`config.mk`:
```
export PLATFORM = sky130hd
export DESIGN_NAME = mtc_core
export DESIGN_NICKNAME = d
export VERILOG_FILES = /design/src/rtl/mtc_pkg.sv /design/src/rtl/mtc_cap_edge.sv /design/src/rtl/mtc_prescale.sv /design/src/rtl/mtc_match.sv /design/src/rtl/mtc_core.sv
export SDC_FILE = /design/constraint.sdc
export NUM_CORES = 1
export LEC_CHECK = 0
export BUFFER_PORTS_ARGS = -buffer_cell sky130_fd_sc_hd__clkbuf_2
export CORE_MARGIN = 5
export CORE_UTILIZATION = 30
export DETAILED_ROUTE_END_ITERATION = 16
export GPL_ROUTABILITY_DRIVEN = 0
export PLACE_DENSITY = 0.46
export SYNTH_ARGS = -nofsm -noshare
export SYNTH_HDL_FRONTEND = slang
export SYNTH_SLANG_ARGS = --single-unit
```
`constraint.sdc`:
```
create_clock -name clk -period 5.6 [get_ports clk]
set_input_delay 1.12 -clock clk [delete_from_list [all_inputs] [get_ports clk]]
set_output_delay 1.12 -clock clk [all_outputs]
set_load 0.1 [all_outputs]
```
`src/rtl/mtc_pkg.sv`:
```
package mtc_pkg;

    localparam int unsigned REG_AW = 4;

    localparam logic [REG_AW-1:0] A_CTRL = 4'd0;
    localparam logic [REG_AW-1:0] A_TC   = 4'd1;
    localparam logic [REG_AW-1:0] A_PRE  = 4'd2;
    localparam logic [REG_AW-1:0] A_MODE = 4'd3;
    localparam logic [REG_AW-1:0] A_MCTL = 4'd4;
    localparam logic [REG_AW-1:0] A_FLAG = 4'd5;
    localparam int unsigned       A_MR0  = 8;

    // per-match control field: interrupt, reset, stop (low to high)
    localparam int unsigned MF_IE   = 0;
    localparam int unsigned MF_RST  = 1;
    localparam int unsigned MF_STOP = 2;
    localparam int unsigned MF_W    = 3;

    typedef enum logic [1:0] {
        CM_TIMER = 2'b00,
        CM_RISE  = 2'b01,
        CM_FALL  = 2'b10,
        CM_BOTH  = 2'b11
    } cnt_mode_e;

    typedef enum logic [0:0] {
        RUN_IDLE   = 1'b0,
        RUN_ACTIVE = 1'b1
    } run_state_e;

endpackage

```
`src/rtl/mtc_cap_edge.sv`:
```
module mtc_cap_edge
    import mtc_pkg::*;
#(
    parameter int unsigned SYNC_STAGES = 2
) (
    input  logic      clk,
    input  logic      rst_n,
    input  logic      cap_i,
    input  cnt_mode_e mode_i,
    input  logic [1:0] sel_i,
    output logic      tick_o
);
    localparam int unsigned LAST = SYNC_STAGES - 1;

    logic [SYNC_STAGES-1:0] sync_q;
    logic                   prev_q;
    logic                   level;
    logic                   rise;
    logic                   fall;
    logic                   sel_ok;

    generate
        if (SYNC_STAGES == 1) begin : g_one
            always_ff @(posedge clk or negedge rst_n) begin
                if (!rst_n) sync_q <= '0;
                else        sync_q <= cap_i;
            end
        end else begin : g_chain
            always_ff @(posedge clk or negedge rst_n) begin
                if (!rst_n) sync_q <= '0;
                else        sync_q <= {sync_q[SYNC_STAGES-2:0], cap_i};
            end
        end
    endgenerate

    assign level = sync_q[LAST];

    // previous sample always follows the synchronised level, so enabling
    // the counter never sees a stale level as an edge
    always_ff @(posedge clk or negedge rst_n) begin
        if (!rst_n) prev_q <= 1'b0;
        else        prev_q <= level;
    end

    assign rise   = level & ~prev_q;
    assign fall   = ~level & prev_q;
    assign sel_ok = (sel_i == 2'b00);

    always_comb begin
        unique case (mode_i)
            CM_TIMER: tick_o = 1'b1;
            CM_RISE:  tick_o = sel_ok & rise;
            CM_FALL:  tick_o = sel_ok & fall;
            CM_BOTH:  tick_o = sel_ok & (rise | fall);
            default:  tick_o = 1'b0;
        endcase
    end
endmodule

```
`src/rtl/mtc_prescale.sv`:
```
module mtc_prescale #(
    parameter int unsigned PW = 32
) (
    input  logic          clk,
    input  logic          rst_n,
    input  logic          clear_i,
    input  logic          run_i,
    input  logic          tick_i,
    input  logic [PW-1:0] limit_i,
    output logic          slot_o
);
    localparam logic [PW-1:0] PC_ONE = PW'(1);

    logic [PW-1:0] pc_q;

    assign slot_o = run_i & tick_i & (pc_q == limit_i);

    always_ff @(posedge clk or negedge rst_n) begin
        if (!rst_n)               pc_q <= '0;
        else if (clear_i)         pc_q <= '0;
        else if (slot_o)          pc_q <= '0;
        else if (run_i && tick_i) pc_q <= pc_q + PC_ONE;
    end
endmodule

```
`src/rtl/mtc_match.sv`:
```
module mtc_match
    import mtc_pkg::*;
#(
    parameter int unsigned TW        = 32,
    parameter int unsigned NUM_MATCH = 4
) (
    input  logic [TW-1:0]             tc_i,
    input  logic [NUM_MATCH*TW-1:0]   mr_flat_i,
    input  logic [NUM_MATCH*MF_W-1:0] mctl_i,
    input  logic                      slot_i,
    output logic [NUM_MATCH-1:0]      irq_set_o,
    output logic                      rst_any_o,
    output logic                      stop_any_o
);
    logic [NUM_MATCH-1:0] hit;
    logic [NUM_MATCH-1:0] rst_v;
    logic [NUM_MATCH-1:0] stop_v;

    generate
        for (genvar g = 0; g < NUM_MATCH; g++) begin : g_cmp
            assign hit[g]       = slot_i && (tc_i == mr_flat_i[g*TW +: TW]);
            assign irq_set_o[g] = hit[g] & mctl_i[g*MF_W + MF_IE];
            assign rst_v[g]     = hit[g] & mctl_i[g*MF_W + MF_RST];
            assign stop_v[g]    = hit[g] & mctl_i[g*MF_W + MF_STOP];
        end
    endgenerate

    assign rst_any_o  = |rst_v;
    assign stop_any_o = |stop_v;
endmodule

```
`src/rtl/mtc_core.sv`:
```
module mtc_core
    import mtc_pkg::*;
#(
    parameter int unsigned TW          = 32,
    parameter int unsigned NUM_MATCH   = 4,
    parameter int unsigned SYNC_STAGES = 2
) (
    input  logic                 clk,
    input  logic                 rst_n,
    input  logic                 wr_en_i,
    input  logic [REG_AW-1:0]    addr_i,
    input  logic [TW-1:0]        wdata_i,
    output logic [TW-1:0]        rdata_o,
    input  logic                 cap_i,
    output logic                 run_o,
    output logic                 irq_o,
    output logic [NUM_MATCH-1:0] flag_o
);
    localparam int unsigned   MCW    = NUM_MATCH * MF_W;
    localparam logic [TW-1:0] TC_ONE = TW'(1);

    run_state_e           state_q, state_d;
    cnt_mode_e            mode_q;
    logic [1:0]           sel_q;
    logic [TW-1:0]        tc_q;
    logic [TW-1:0]        pre_q;
    logic [MCW-1:0]       mctl_q;
    logic [TW-1:0]        mr_q [NUM_MATCH];
    logic [NUM_MATCH*TW-1:0] mr_flat;
    logic [NUM_MATCH-1:0] flag_q;
    logic [NUM_MATCH-1:0] irq_set;
    logic                 rst_any;
    logic                 stop_any;
    logic                 tick;
    logic                 slot;
    logic                 running;

    logic ctrl_wr, tc_wr, pre_wr, mode_wr, mctl_wr, flag_wr, soft_clr;

    assign ctrl_wr  = wr_en_i && (addr_i == A_CTRL);
    assign tc_wr    = wr_en_i && (addr_i == A_TC);
    assign pre_wr   = wr_en_i && (addr_i == A_PRE);
    assign mode_wr  = wr_en_i && (addr_i == A_MODE);
    assign mctl_wr  = wr_en_i && (addr_i == A_MCTL);
    assign flag_wr  = wr_en_i && (addr_i == A_FLAG);
    assign soft_clr = ctrl_wr && wdata_i[1];
    assign running  = (state_q == RUN_ACTIVE);

    // ---------------- submodules ----------------
    mtc_cap_edge #(.SYNC_STAGES(SYNC_STAGES)) u_edge (
        .clk    (clk),
        .rst_n  (rst_n),
        .cap_i  (cap_i),
        .mode_i (mode_q),
        .sel_i  (sel_q),
        .tick_o (tick)
    );

    mtc_prescale #(.PW(TW)) u_pre (
        .clk     (clk),
        .rst_n   (rst_n),
        .clear_i (soft_clr),
        .run_i   (running),
        .tick_i  (tick),
        .limit_i (pre_q),
        .slot_o  (slot)
    );

    generate
        for (genvar g = 0; g < NUM_MATCH; g++) begin : g_mrflat
            assign mr_flat[g*TW +: TW] = mr_q[g];
        end
    endgenerate

    mtc_match #(.TW(TW), .NUM_MATCH(NUM_MATCH)) u_match (
        .tc_i       (tc_q),
        .mr_flat_i  (mr_flat),
        .mctl_i     (mctl_q),
        .slot_i     (slot),
        .irq_set_o  (irq_set),
        .rst_any_o  (rst_any),
        .stop_any_o (stop_any)
    );

    // ---------------- run-control state machine ----------------
    always_comb begin
        state_d = state_q;
        unique case (state_q)
            RUN_IDLE: begin
                if (ctrl_wr && wdata_i[0]) state_d = RUN_ACTIVE;       // start
            end
            RUN_ACTIVE: begin
                if (ctrl_wr)       state_d = wdata_i[0] ? RUN_ACTIVE : RUN_IDLE; // soft halt
                else if (stop_any) state_d = RUN_IDLE;                  // match halt
            end
            default: state_d = RUN_IDLE;
        endcase
    end

    always_ff @(posedge clk or negedge rst_n) begin
        if (!rst_n) state_q <= RUN_IDLE;
        else        state_q <= state_d;
    end

    always_comb begin
        run_o  = running;
        irq_o  = |flag_q;
        flag_o = flag_q;
    end

    // ---------------- count register ----------------
    always_ff @(posedge clk or negedge rst_n) begin
        if (!rst_n)        tc_q <= '0;
        else if (soft_clr) tc_q <= '0;
        else if (tc_wr)    tc_q <= wdata_i;
        else if (slot) begin
            if (stop_any)     tc_q <= tc_q;
            else if (rst_any) tc_q <= '0;
            else              tc_q <= tc_q + TC_ONE;
        end
    end

    // ---------------- configuration registers ----------------
    always_ff @(posedge clk or negedge rst_n) begin
        if (!rst_n) begin
            pre_q  <= '0;
            mode_q <= CM_TIMER;
            sel_q  <= 2'b00;
            mctl_q <= '0;
        end else begin
            if (pre_wr)  pre_q <= wdata_i;
            if (mode_wr) begin
                mode_q <= cnt_mode_e'(wdata_i[1:0]);
                sel_q  <= wdata_i[3:2];
            end
            if (mctl_wr) mctl_q <= wdata_i[MCW-1:0];
        end
    end

    generate
        for (genvar g = 0; g < NUM_MATCH; g++) begin : g_mr
            localparam logic [REG_AW-1:0] MY_ADR = REG_AW'(A_MR0 + g);
            always_ff @(posedge clk or negedge rst_n) begin
                if (!rst_n)                              mr_q[g] <= '0;
                else if (wr_en_i && (addr_i == MY_ADR))  mr_q[g] <= wdata_i;
            end
        end
    endgenerate

    // ---------------- sticky flags, set wins over clear ----------------
    always_ff @(posedge clk or negedge rst_n) begin
        if (!rst_n) flag_q <= '0;
        else flag_q <= (flag_q & ~(flag_wr ? wdata_i[NUM_MATCH-1:0] : '0)) | irq_set;
    end

    // ---------------- read mux ----------------
    always_comb begin
        rdata_o = '0;
        case (addr_i)
            A_CTRL: rdata_o = {{(TW-1){1'b0}}, running};
            A_TC:   rdata_o = tc_q;
            A_PRE:  rdata_o = pre_q;
            A_MODE: rdata_o = {{(TW-4){1'b0}}, sel_q, mode_q};
            A_MCTL: rdata_o = {{(TW-MCW){1'b0}}, mctl_q};
            A_FLAG: rdata_o = {{(TW-NUM_MATCH){1'b0}}, flag_q};
            default: begin
                for (int i = 0; i < NUM_MATCH; i++) begin
                    if (addr_i == REG_AW'(A_MR0 + i)) rdata_o = mr_q[i];
                end
            end
        endcase
    end
endmodule

```
# == Yosys cells after proc, flatten, opt, wreduce, memory -nomap -nowiden ==
# Cells that the tools add are included.
# totals
regBits,248
inputBits,40
output_inout_bits,38
# op_classes
addsub,2
n_eq_ne,18
n_mux,20
bitwise,26
reduce_logical,26
# op_table
op,n
$mux 32,12
$pmux 32 s6,1
$eq 32x32->1,5
$add 32x1->32 const B,2
$and 1x1->1,19
$logic_and 1x1->1,17
$eq 4x4->1 const B,4
$reduce_or 4->1,3
$eq 4x2->1 const B,2
$eq 4x3->1 const B,2
$reduce_bool 3->1,2
$and 4x4->4,1
$eq 2x2->1 const B,2
$eq 4x1->1 const B,1
$logic_not 2->1,2
$logic_not 4->1,1
$mux 1,4
$mux 4,1
$not 4->4,1
$or 4x4->4,1
$pmux 1 s4,1
$ne 3x1->1 const B,1
$not 1->1,3
$eq 2x1->1 const B,1
3 further kinds,3

# == Longest topological paths before layout ==
# logic_depth
depth_word,15
mapped_depth,12
depth_no_buf,10

# == By module ==
# From an unflattened synthesis, not the netlist that was laid out.
# unflattened
hier_cells,1329
hier_area_um2,14211.1
# by_module_without_submodules
module,n_inst,cells_per_inst,area_per_inst_um2,seq_area_each_um2
mtc_core,1,846,10224.8,5330.1
mtc_prescale,1,247,2180.8,800.8
mtc_match,1,223,1661.6,0.0
mtc_cap_edge,1,13,143.9,75.1

# == Least setup slack after synthesis ==
# Ideal clock, no wire load.
# synth_timing
path_kind,input -> output
from,in addr_i[0]
to,out rdata_o[0]
arrival_ns,4.424
required_time_ns,4.480
slack_ns,0.056
stages,5
n_path_buf,2
cell_sequence,clkbuf_1 -> buf_1 -> a31oi_1 -> o22a_1 -> o21ai_0
# synth_via
elab_chain_len,6
# synth_rtl
element,line,source
start: declaration,mtc_core.sv:11,"input logic [REG_AW-1:0] addr_i,"
$eq 4x4->1,mtc_core.sv:168,if (addr_i == REG_AW'(A_MR0 + i)) rdata_o = mr_q[i];
$mux 32 (4 in series),mtc_core.sv:168,
$pmux 32 s6 *,mtc_core.sv:159,case (addr_i)
end: declaration,mtc_core.sv:13,"output logic [TW-1:0] rdata_o,"
# Every way passes the cells marked *; elsewhere a longest branch is shown, timed or not.

# == Worst setup path after layout ==
# layout_timing
from,in addr_i[1]
to,out rdata_o[3]
# The elaborated chain is that of the path after synthesis.

==> metrics.md <==
| Metric | Value |
|---|---|
| Outcome | completed |
| FF-to-FF setup slack | between 1 and 1.5 ns |
| CTS buffer count | 31 |
| Routed WL | slightly above 50000 um |
| Ys Warns | 0 |
| R2r endpoint | tc_q[14] |
| Fin nets | approximately 1300 |
| First-pass GRT wire length | roughly 74000 um |
| Slowest cell on the critical path | and2_1 |
| Asr flop ratio synth | between 90% and 100% |
| Synthesized area per cell | ~11 sq um |
| Yosys cell types | 54 |
| Horiz. Die Dim | between 200 and 250 um |
| Vias in the first global route | around 11000 |
| Area Growth Syn to Fin | 16.97% |
| Max-cap violations | 0 |
| Post-synth EDFFs | 0 |
| Port Buffers | slightly below 80 |
| CP startpoint kind | input port |
| CP max FO | 15 |
| CTS hold repair buffers | 0 |
| Clock Skew | roughly 0.016 ns |
| Final setup fails | 0 |
| CTS Sinks | roughly 250 |
| Mapped Cells | roughly 1300 |
| DP HPWL | roughly 37000 um |
| Ant diodes | 0 |
| Flops & latches, synth | ~250 |
| GR Overflow Total | 0 |
| Largest net degree at the start of global routing | about 110 |
| Gates resized, CTS repair | 0 |
| Total power | around 6.4 mW |
| Critical Path End | rdata_o[3] |
| Slew HR | a little over a quarter |
| Seq/Total Area, Yosys | between 40% and 50% |
| Ports | 78 |
| CTS Buffer Depth | 3 |
| DR iter-0 viols | approximately 1000 |
| # rows | a little under 80 |
| Leakage | approximately 7 nW |
| Crit path from | addr_i[1] |
| Worst min path class | reg2reg |
| Average wire per standard cell | 26.23 um |
| Worst reg-to-reg path cell count | 9 |
| Core Util, Final | 35.39% |
| Peak Freq | 218.4 MHz |
| Core area | roughly 46000 sq um |
| Die H | 226.2 um |
| Clk slew on worst S/H paths | around 0.060 ns |
| Slew Limit Fails | 0 |
| H-tree depth | 1 |
| Placed Cells | about 1900 |
| Worst slew pin tran | around 1.1 ns |
| Power Dens Cells | 388.7 nW/um^2 |
| Drt pass-1 iters | 8 |
| Fin cells | a little under 2000 |
| WP data required | 4.48 ns |
| Fin crit period | 4.579 ns |
| Via count | roughly 11000 |
| DRC | 0 |
| Max incr delay on CP | between 0.7 and 0.8 ns |
| Layout cell share with drive strength beyond 1 | around 28% |
| Die ar. | roughly 50000 sq um |
| Critical path cell sequence | clkbuf_2 > nor2b_1 > and2_1 > buf_4 > a22oi_1 > o21ai_0 > buf_12 |
| RR Startpoint | tc_q[29] |
| Tot GR Track Use | about a fifth |
| Final hold viol count | 0 |
| Worst vdd ir | ~0.00024 V |
| Worst setup EP type | output port |
| Antenna violations before repair | 2 |
| Crit Path Category | in2out |
| Initial core utilization | a little under a third |
| Setup TNS Final | 0 ns |
| Antenna viol nets, final | 0 |
| Vias per cell | approximately 5.5 |
| Period utilisation layout | approximately four fifths |
| Root buffer cell | clkbuf_16 |
| Synthesized cell area | 14030 sq um |
| Main synth FF type | dfrtp_1 |
| Synth Net Count | around 1300 |
| Arr. time, crit path | between 3 and 4 ns |
| Clk_lat worst skew | between 0.5 and 0.6 ns |
| Post-CTS Setup Bufs | 0 |
| RSZ-0062 raised after global routing | no |
| CTS tree | done |
[logic make-up (layout without fill, tap and decap cells)]
family / Yosys count / in the layout / synth area share (%)
and+or+nand+nor: 338 / 338 / 12.05
DFF: 248 / 248 / 44.24
muxes: 207 / 207 / 19.18
xor gates and xnor gates: 188 / 188 / 11.74
AOI/OAI and AO/OA: 155 / 155 / 8.465
buffers and inverters: 123 / 185 / 3.969
adders and majority gates: 4 / 4 / 0.3568
[through the flow]
step	area (sq um)	setup slack (ns)	hold slack, ns
finish	16410	1.022	0.3499
global route	16410	0.9623	0.3598
CTS	16410	1.097	0.3544
detailed placement	15400	1.091	0.3412
global placement	15400	1.070	0.3503
floorplan	14030	0.05642	0.3312
[worst min-delay path by stage]
stage                                start          endpoint  slack, ns  depth (start not counted)
after global placement    u_edge.sync_q[0]  u_edge.sync_q[1]       0.35                          0
after detailed placement  u_edge.sync_q[0]  u_edge.sync_q[1]       0.34                          0
after global routing      u_edge.sync_q[0]  u_edge.sync_q[1]       0.36                          0
after CTS                 u_edge.sync_q[0]  u_edge.sync_q[1]       0.35                          0
after floorplan           u_edge.sync_q[0]  u_edge.sync_q[1]       0.33                          0
final                     u_edge.sync_q[0]  u_edge.sync_q[1]       0.35                          0
[per-layer routing]
layer,routed length [um],track usage [%]
met1,22470,27.50
met2,22900,30.26
met4,1480,5.473
met5,19,0
met3,3807,4.121
[synth_stat cells, drive strengths merged (3+ instances only)]
cell type  number  area (sq um)
nand3b          4         30.03
nand2         110         412.9
or4             3         26.27
mux4           32         720.7
nor4           34         212.7
o211ai          3         22.52
o21ai          48         240.2
clkbuf         44         165.2
o31ai          16         120.1
and2           11         68.82
nor3           11         55.05
nand3          25         125.1
a32o           19         190.2
nand2b          4         25.02
buf            46         267.8
a31oi           5         31.28
mux2          174          1959
or3             4         25.02
xor2          116          1016
xnor2          72         630.6
nor2           61         229.0
a221oi          3         26.28
a22oi           4         30.03
and4            8         70.07
a21oi           7         38.79
a22o           11         96.34
nand4          33         206.5
dfrtp         248          6206
ha              4         50.05
inv            33         123.9
and3           20         125.1
a222oi         28         280.3
[area by class of cell]
class	instances	area (sq um)
well taps	607	759.5
multi-input cells	892	7306
clock buffers	45	918.4
clock inverters	13	93.84
inverters	33	123.9
repair buffers	94	1001
fillers	4605	29950
flip-flops and latches	248	6206
[state kept, by name, summed over array words and instances (netlist names)]
name and flops:
flag_o 4, mctl_q 12, mode_q 2, mr_flat 128
pre_q 32, run_o 1, sel_q 2, tc_q 32
u_edge.prev_q 1, u_edge.sync_q 2, u_pre.pc_q 32
[power by group]
group,switching [mW],total [mW],internal (mW)
Clock,0.819,1.99,1.18
Combinational,0.928,1.69,0.762
Sequential,0.552,2.69,2.14
[cell usage in the layout, fill, tap and decap left out, types with 24 or more instances in the layout]
master	Yosys	final
clkbuf_2	0	45
nand3_1	25	24
xor2_1	116	116
clkbuf_16	0	31
dfrtp_1	248	248
nand2_1	110	109
mux4_2	32	32
buf_12	0	32
nand4_1	33	33
mux2_2	174	174
xnor2_1	72	72
a222oi_1	28	28
o21ai_0	40	40
nor2_1	61	59
inv_1	33	33
nor4_1	34	34
[critical path: cells and delay by family]
kind	cells	cell delay, ns
AO/OA/AOI/OAI	2	0.38
AND/OR/NAND/NOR	2	1.10
buffers and inverters	3	0.83
Power figures use the tool's default switching activity.
